===== src/rtl/sdr_pkg.sv =====
package sdr_pkg;
  localparam int CTL_W = 32;

  typedef enum logic [1:0] {
    MD_READ  = 2'd0,
    MD_FAST  = 2'd1,
    MD_WRITE = 2'd2,
    MD_USER  = 2'd3
  } mode_e;

  typedef struct packed {
    mode_e      mode;
    logic [7:0] opcode;
    logic [2:0] dummy;      // dummy bytes actually sent
    logic       wide_addr;  // 1: 4-byte address phase
    logic [4:0] gap;        // chip-select high cycles, 1..16
  } chip_cfg_t;

  function automatic chip_cfg_t unpack_ctl(input logic [CTL_W-1:0] w, input logic wide);
    chip_cfg_t c;
    c.mode      = mode_e'(w[1:0]);
    c.opcode    = w[23:16];
    c.dummy     = (w[1:0] == 2'd1) ? {w[14], w[7:6]} : 3'd0;
    c.wide_addr = wide;
    c.gap       = 5'd16 - {1'b0, w[27:24]};
    return c;
  endfunction
endpackage


===== src/rtl/sdr_cfg_select.sv =====
module sdr_cfg_select
  import sdr_pkg::*;
#(
  parameter int NUM_CS = 2,
  localparam int CS_W = (NUM_CS > 1) ? $clog2(NUM_CS) : 1
) (
  input  logic [NUM_CS*CTL_W-1:0] ctl_regs,
  input  logic [NUM_CS-1:0]       wide_en,
  input  logic [CS_W-1:0]         sel,
  output chip_cfg_t               cfg
);
  chip_cfg_t per_chip [NUM_CS];

  for (genvar i = 0; i < NUM_CS; i++) begin : g_chip
    assign per_chip[i] = unpack_ctl(ctl_regs[i*CTL_W +: CTL_W], wide_en[i]);
  end

  always_comb begin
    cfg = per_chip[0];
    for (int i = 0; i < NUM_CS; i++) begin
      if (sel == CS_W'(i)) cfg = per_chip[i];
    end
  end
endmodule


===== src/rtl/sdr_bit_engine.sv =====
module sdr_bit_engine #(
  parameter int HDR_W     = 40,
  parameter int DATA_BITS = 32,
  localparam int CNT_W    = 8,
  localparam int LEN_W    = $clog2(HDR_W + 1)
) (
  input  logic                 clk,
  input  logic                 rst_n,
  input  logic                 start,
  input  logic [HDR_W-1:0]     hdr_in,
  input  logic [LEN_W-1:0]     hdr_bits,
  input  logic [5:0]           dummy_bits,
  input  logic                 miso,
  output logic                 active,
  output logic                 sclk,
  output logic                 mosi,
  output logic                 fin,
  output logic [DATA_BITS-1:0] rx_word
);
  logic [HDR_W-1:0] tx;
  logic [CNT_W-1:0] cnt, total, sample_from;

  assign fin  = active && sclk && (cnt == total - 1'b1);
  assign mosi = active & tx[HDR_W-1];

  always_ff @(posedge clk or negedge rst_n) begin
    if (!rst_n) begin
      active      <= 1'b0;
      sclk        <= 1'b0;
      tx          <= '0;
      cnt         <= '0;
      total       <= '0;
      sample_from <= '0;
      rx_word     <= '0;
    end else if (start) begin
      active      <= 1'b1;
      sclk        <= 1'b0;
      cnt         <= '0;
      tx          <= hdr_in;
      total       <= CNT_W'(hdr_bits) + CNT_W'(dummy_bits) + CNT_W'(DATA_BITS);
      sample_from <= CNT_W'(hdr_bits) + CNT_W'(dummy_bits);
    end else if (active) begin
      if (!sclk) begin
        // rising edge: capture a data bit once header and dummies are out
        sclk <= 1'b1;
        if (cnt >= sample_from) rx_word <= {rx_word[DATA_BITS-2:0], miso};
      end else begin
        // falling edge: present the next outgoing bit
        sclk <= 1'b0;
        tx   <= {tx[HDR_W-2:0], 1'b0};
        cnt  <= cnt + 1'b1;
        if (fin) active <= 1'b0;
      end
    end
  end
endmodule


===== src/rtl/sdr_gap_timer.sv =====
module sdr_gap_timer #(
  parameter int GAP_W = 5
) (
  input  logic             clk,
  input  logic             rst_n,
  input  logic             load,
  input  logic [GAP_W-1:0] len,
  output logic             busy
);
  logic [GAP_W-1:0] cnt;

  assign busy = (cnt != '0);

  always_ff @(posedge clk or negedge rst_n) begin
    if (!rst_n)     cnt <= '0;
    else if (load)  cnt <= len - 1'b1;
    else if (busy)  cnt <= cnt - 1'b1;
  end
endmodule


===== src/rtl/sdr_engine.sv =====
module sdr_engine
  import sdr_pkg::*;
#(
  parameter int NUM_CS = 2,
  parameter int ADDR_W = 26,
  localparam int CS_W  = (NUM_CS > 1) ? $clog2(NUM_CS) : 1
) (
  input  logic                    clk,
  input  logic                    rst_n,
  input  logic                    req_valid,
  output logic                    req_ready,
  input  logic [CS_W-1:0]         req_chip,
  input  logic [ADDR_W-1:0]       req_offset,
  input  logic [NUM_CS*CTL_W-1:0] ctl_regs,
  input  logic [NUM_CS-1:0]       wide_addr_en,
  output logic                    rsp_valid,
  input  logic                    rsp_ready,
  output logic [31:0]             rsp_data,
  output logic                    spi_sclk,
  output logic [NUM_CS-1:0]       spi_cs_n,
  output logic                    spi_mosi,
  input  logic                    spi_miso
);
  localparam int HDR_W = 40;

  chip_cfg_t        cfg;
  logic             accept, direct, start;
  logic [31:0]      addr32;
  logic [HDR_W-1:0] hdr;
  logic [5:0]       hdr_bits;
  logic             eng_active, eng_fin, gap_busy;
  logic [31:0]      rx_word;
  logic [CS_W-1:0]  chip_q;
  logic [4:0]       gap_q;

  sdr_cfg_select #(.NUM_CS(NUM_CS)) u_sel (
    .ctl_regs (ctl_regs),
    .wide_en  (wide_addr_en),
    .sel      (req_chip),
    .cfg      (cfg)
  );

  assign req_ready = !eng_active && !gap_busy && !rsp_valid;
  assign accept    = req_valid && req_ready;
  assign direct    = (cfg.mode == MD_READ) || (cfg.mode == MD_FAST);
  assign start     = accept && direct;

  assign addr32   = 32'(req_offset);
  assign hdr      = cfg.wide_addr ? {cfg.opcode, addr32} : {cfg.opcode, addr32[23:0], 8'h00};
  assign hdr_bits = cfg.wide_addr ? 6'd40 : 6'd32;

  sdr_bit_engine #(.HDR_W(HDR_W), .DATA_BITS(32)) u_bits (
    .clk        (clk),
    .rst_n      (rst_n),
    .start      (start),
    .hdr_in     (hdr),
    .hdr_bits   (hdr_bits),
    .dummy_bits ({cfg.dummy, 3'b000}),
    .miso       (spi_miso),
    .active     (eng_active),
    .sclk       (spi_sclk),
    .mosi       (spi_mosi),
    .fin        (eng_fin),
    .rx_word    (rx_word)
  );

  sdr_gap_timer #(.GAP_W(5)) u_gap (
    .clk   (clk),
    .rst_n (rst_n),
    .load  (eng_fin),
    .len   (gap_q),
    .busy  (gap_busy)
  );

  for (genvar i = 0; i < NUM_CS; i++) begin : g_cs
    assign spi_cs_n[i] = !(eng_active && (chip_q == CS_W'(i)));
  end

  always_ff @(posedge clk or negedge rst_n) begin
    if (!rst_n) begin
      rsp_valid <= 1'b0;
      rsp_data  <= '0;
      chip_q    <= '0;
      gap_q     <= 5'd16;
    end else begin
      if (start) begin
        chip_q <= req_chip;
        gap_q  <= cfg.gap;
      end
      if (eng_fin) begin
        rsp_valid <= 1'b1;
        rsp_data  <= {rx_word[7:0], rx_word[15:8], rx_word[23:16], rx_word[31:24]};
      end else if (accept && !direct) begin
        rsp_valid <= 1'b1;
        rsp_data  <= '0;
      end else if (rsp_valid && rsp_ready) begin
        rsp_valid <= 1'b0;
      end
    end
  end
endmodule


===== config.mk =====
export PLATFORM = sky130hd
export DESIGN_NAME = sdr_engine
export DESIGN_NICKNAME = d
export VERILOG_FILES = /design/src/rtl/sdr_pkg.sv /design/src/rtl/sdr_cfg_select.sv /design/src/rtl/sdr_bit_engine.sv /design/src/rtl/sdr_gap_timer.sv /design/src/rtl/sdr_engine.sv
export SDC_FILE = /design/constraint.sdc
export NUM_CORES = 1
export LEC_CHECK = 0
export BUFFER_PORTS_ARGS = -buffer_cell sky130_fd_sc_hd__buf_2
export CORE_ASPECT_RATIO = 1.1
export CORE_MARGIN = 8
export CORE_UTILIZATION = 40
export DETAILED_ROUTE_END_ITERATION = 8
export SLEW_MARGIN = 20
export SYNTH_ARGS = -nofsm -noshare
export SYNTH_HDL_FRONTEND = slang
export SYNTH_SLANG_ARGS = --single-unit

===== constraint.sdc =====
create_clock -name clk -period 7.6 [get_ports clk]
set_input_delay 1.52 -clock clk [delete_from_list [all_inputs] [get_ports clk]]
set_output_delay 1.52 -clock clk [all_outputs]
set_load 0.03 [all_outputs]

==> reports/summary.txt <==
TritonCTS Buffers: 17
top cell family by delay on the critical path: buffers and inverters
Synth cell types: 40
Final Max Slew Viols: 0
CTS root buffer: clkbuf_16
count of antenna-violating nets left after detailed routing: 0
Reg clk slew, reported paths: 50 ps
Slew HR: 28.92%
CTS tree: built
Skew-Pair Late Insertion Delay: 410 ps
Area Overhead vs Synth: 20.36%
GPL Wtd Cong: 0.8225
Worst setup EP type: flip-flop
All-Layer GR Usage: 14.40%
Setup Skew: 6.570 ps
CTS H-Tree Depth: 4
global route overflow: 0
crit-path most repeated cell: ha_1
RSZ-0062 raised after global routing: false
pwr dens: 347.0 nW/um2
Min-Delay Path Class: flip-flop to flip-flop
routed via count: 4449
initial antenna violation count: 0
number of global-route vias before repair: 4545
syn avg cell area: 11.27 um2
vias per cell: 5.303
layout cells sized above 1: 32.19%
Final setup viols: 0
largest net degree at the start of global routing: 78
CTS max path bufs: 2
Nets: 743
CTS resizes: 0
Final TNS setup: 0 ps
actual slew at the worst max-slew pin: 1064 ps
Levels on crit path: 10
Synth Net Count: 646
crit-path cells: buf_2 > mux2i_2 > buf_4 > clkinv_1 > ha_1 > ha_1 > xnor2_1 > ha_1 > nand2_1 > nand2_1
Mapped Area: 6042 um2
flop2flop setup slack: 4850 ps
number of top-level pins: 136
Pleak: 3.443 nW
Hold WS: 487.6 ps
Cells after Synth: 536
critical path arrival: 4410 ps
DR iter-0 viols: 337
Hold Fails Final Rpt: 0
worst reg2reg path depth: 11
Synthesis Warnings: 0
crit-path max FO: 27
# clock sinks: 133
wire length per cell: 16.17 um
I/O Buffers: 105
Die Y: 144.9 um
max-cap violations: 0
FMAX: 243.2 MHz
Initial Util: 40.45%
Buf/Inv on CP: 3
RR Startpoint: u_bits.total[3]$_DFFE_PN0P_
std cell rows: 47
Core ar.: 14940 um2
Final HPWL DP: 9289 um
final wirelength: 13570 um
HP Start: rsp_data[3]$_DFFE_PN0P_
Die W: 133.2 um
Synth Register Bits: 133
Startpoint Class: input port
status: complete, no violations
Tmin final: 4112 ps
WHS Endpoint: rsp_data[3]$_DFFE_PN0P_
Die ar.: 19300 um2
Worst path max stage delay: 640 ps
Critical Path RT: 7900 ps
fin crit share: 54.10%
crit path launch: req_chip
antenna diode count: 0
postcts setup bufs: 0
hold_buf cts: 0
first-pass GRT wire length: 22780 um
sequential element share of the synthesized area: 55.10%
Peak VDD IR: 231.3 uV
# DRC: 0
Setup CP Type: input port to flip-flop
R2R Path End: u_gap.cnt[4]$_DFFE_PN0P_
CP max-delay cell: clkinv_1
Cells on Worst Hold Path: 1
drt pass-1 iters: 5
[through the flow]
stage | total power [mW] | area, um2 | util [%] | std cells | setup WS [ps]
after floorplan | 1.591 | 6042 | - | 536 | 3907
after global placement | 1.754 | 6726 | 45.03 | 810 | 3029
after detailed placement | 1.786 | 6726 | 45.03 | 810 | 3037
after CTS | 2.557 | 7269 | 48.67 | 839 | 3484
after global routing | 2.680 | 7272 | 48.68 | 839 | 3187
final | 2.524 | 7272 | 48.68 | 839 | 3488
[logic make-up (layout without fill, tap and decap cells)]
group / after synthesis / after routing / share of synthesized area [%]
xor gates and xnor gates: 18 / 18 / 2.609
DFF: 133 / 133 / 55.10
AOI/OAI and AO/OA: 107 / 107 / 14.74
and+or+nand+nor: 170 / 170 / 12.67
buffers and inverters: 45 / 152 / 3.272
muxes: 51 / 51 / 9.112
adders and majority gates: 12 / 12 / 2.485
[cells in the final DEF (no fill, tap or decap), drive strengths merged]
master	netlist	routed
nand2b	3	3
and3	2	2
nor3	6	6
xnor2	11	11
o221a	31	31
nor2b	1	1
a21oi	15	15
a21boi	1	1
nor2	18	18
a22o	35	35
nand3	23	23
clkinv	1	3
a211oi	4	4
and4	2	2
nand2	101	101
dfstp	1	1
nand3b	2	2
mux2	32	32
o211ai	1	1
and3b	1	1
buf	23	112
clkbuf	11	25
ha	12	12
nor3b	3	3
inv	10	10
xor2	7	7
or3	2	2
o21ai	10	10
a21o	2	2
mux2i	19	19
bufinv	0	1
nor4	1	1
a31oi	8	8
and2	2	2
nand4	3	3
dfrtp	132	132
clkinvlp	0	1
[cells in the mapped netlist, drive strengths merged]
library cell  number  share of area, %
nor2b              1              0.10
o221a             31               5.8
or3                2              0.21
xor2               7               1.0
nand4              3              0.31
inv               10              0.62
o211ai             1              0.12
buf               23               1.9
nor2              18               1.2
dfrtp            132                55
and3b              1              0.14
nand2b             3              0.31
nor3               6              0.58
nand3b             2              0.25
a22o              35               5.1
ha                12               2.5
a21oi             15               1.2
o21ai             10              0.83
clkinv             1             0.062
mux2              32               6.0
and3               2              0.21
a31oi              8              0.83
dfstp              1              0.43
clkbuf            11              0.68
mux2i             19               3.1
nand3             23               1.9
a21boi             1              0.12
nor4               1              0.35
xnor2             11               1.6
a21o               2              0.25
nand2            101               6.3
a211oi             4              0.50
and2               2              0.21
and4               2              0.29
nor3b              3              0.37
[worst register-to-register path: cells and delay by family, from the launching register on]
| family | cells | cell delay, ps |
|---|---|---|
| muxes | 1 | 280 |
| and+or+nand+nor | 3 | 550 |
| buffers and inverters | 2 | 540 |
| xor gates and xnor gates | 1 | 130 |
| DFF | 1 | 390 |
| adders and majority gates | 2 | 420 |
| AOI/OAI and AO/OA | 2 | 300 |
[layout make-up]
class / count / area [um2]
multi-input cells: 358 / 2532
clock buffers: 25 / 495.5
well taps: 196 / 245.2
inverters: 11 / 41.29
fillers: 1383 / 7665
flip-flops and latches: 133 / 3329
clock inverters: 4 / 47.55
repair buffers: 112 / 580.6
[power by group]
group	switching, mW	internal (mW)	total [mW]
logic	0.382	0.338	0.720
registers	0.151	0.896	1.05
clock network	0.279	0.478	0.756
[worst max path at each step]
stage                                        endpoint  slack, ps
after floorplan           u_bits.total[6]$_DFFE_PN0P_       3910
after global placement    u_bits.total[6]$_DFFE_PN0P_       3030
after detailed placement  u_bits.total[6]$_DFFE_PN0P_       3040
after CTS                 u_bits.total[6]$_DFFE_PN0P_       3480
after global routing      u_bits.total[6]$_DFFE_PN0P_       3190
final                     u_bits.total[6]$_DFFE_PN0P_       3490
[metal layers]
layer / GRT usage [%] / up-vias / wire (um) / share of wire, %
met5: 0 / - / 0 / 0
met3: 4.075 / 16 / 683 / 5.0
li1: - / 2118 / - / -
met2: 21.85 / 130 / 6373 / 47
met1: 18.95 / 2185 / 6321 / 47
met4: 5.902 / 0 / 192 / 1.4
[registers in the layout, indices dropped and copies added (netlist names)]
signal              count
rsp_data               32
rsp_valid               1
u_bits.tx              40
u_bits.total            5
u_gap.cnt               5
u_bits.sample_from      2
gap_q                   5
u_bits.sclk             1
chip_q                  1
u_bits.cnt              8
u_bits.rx_word         32
u_bits.active           1
Note: power is estimated with default switching activity, not from simulation.
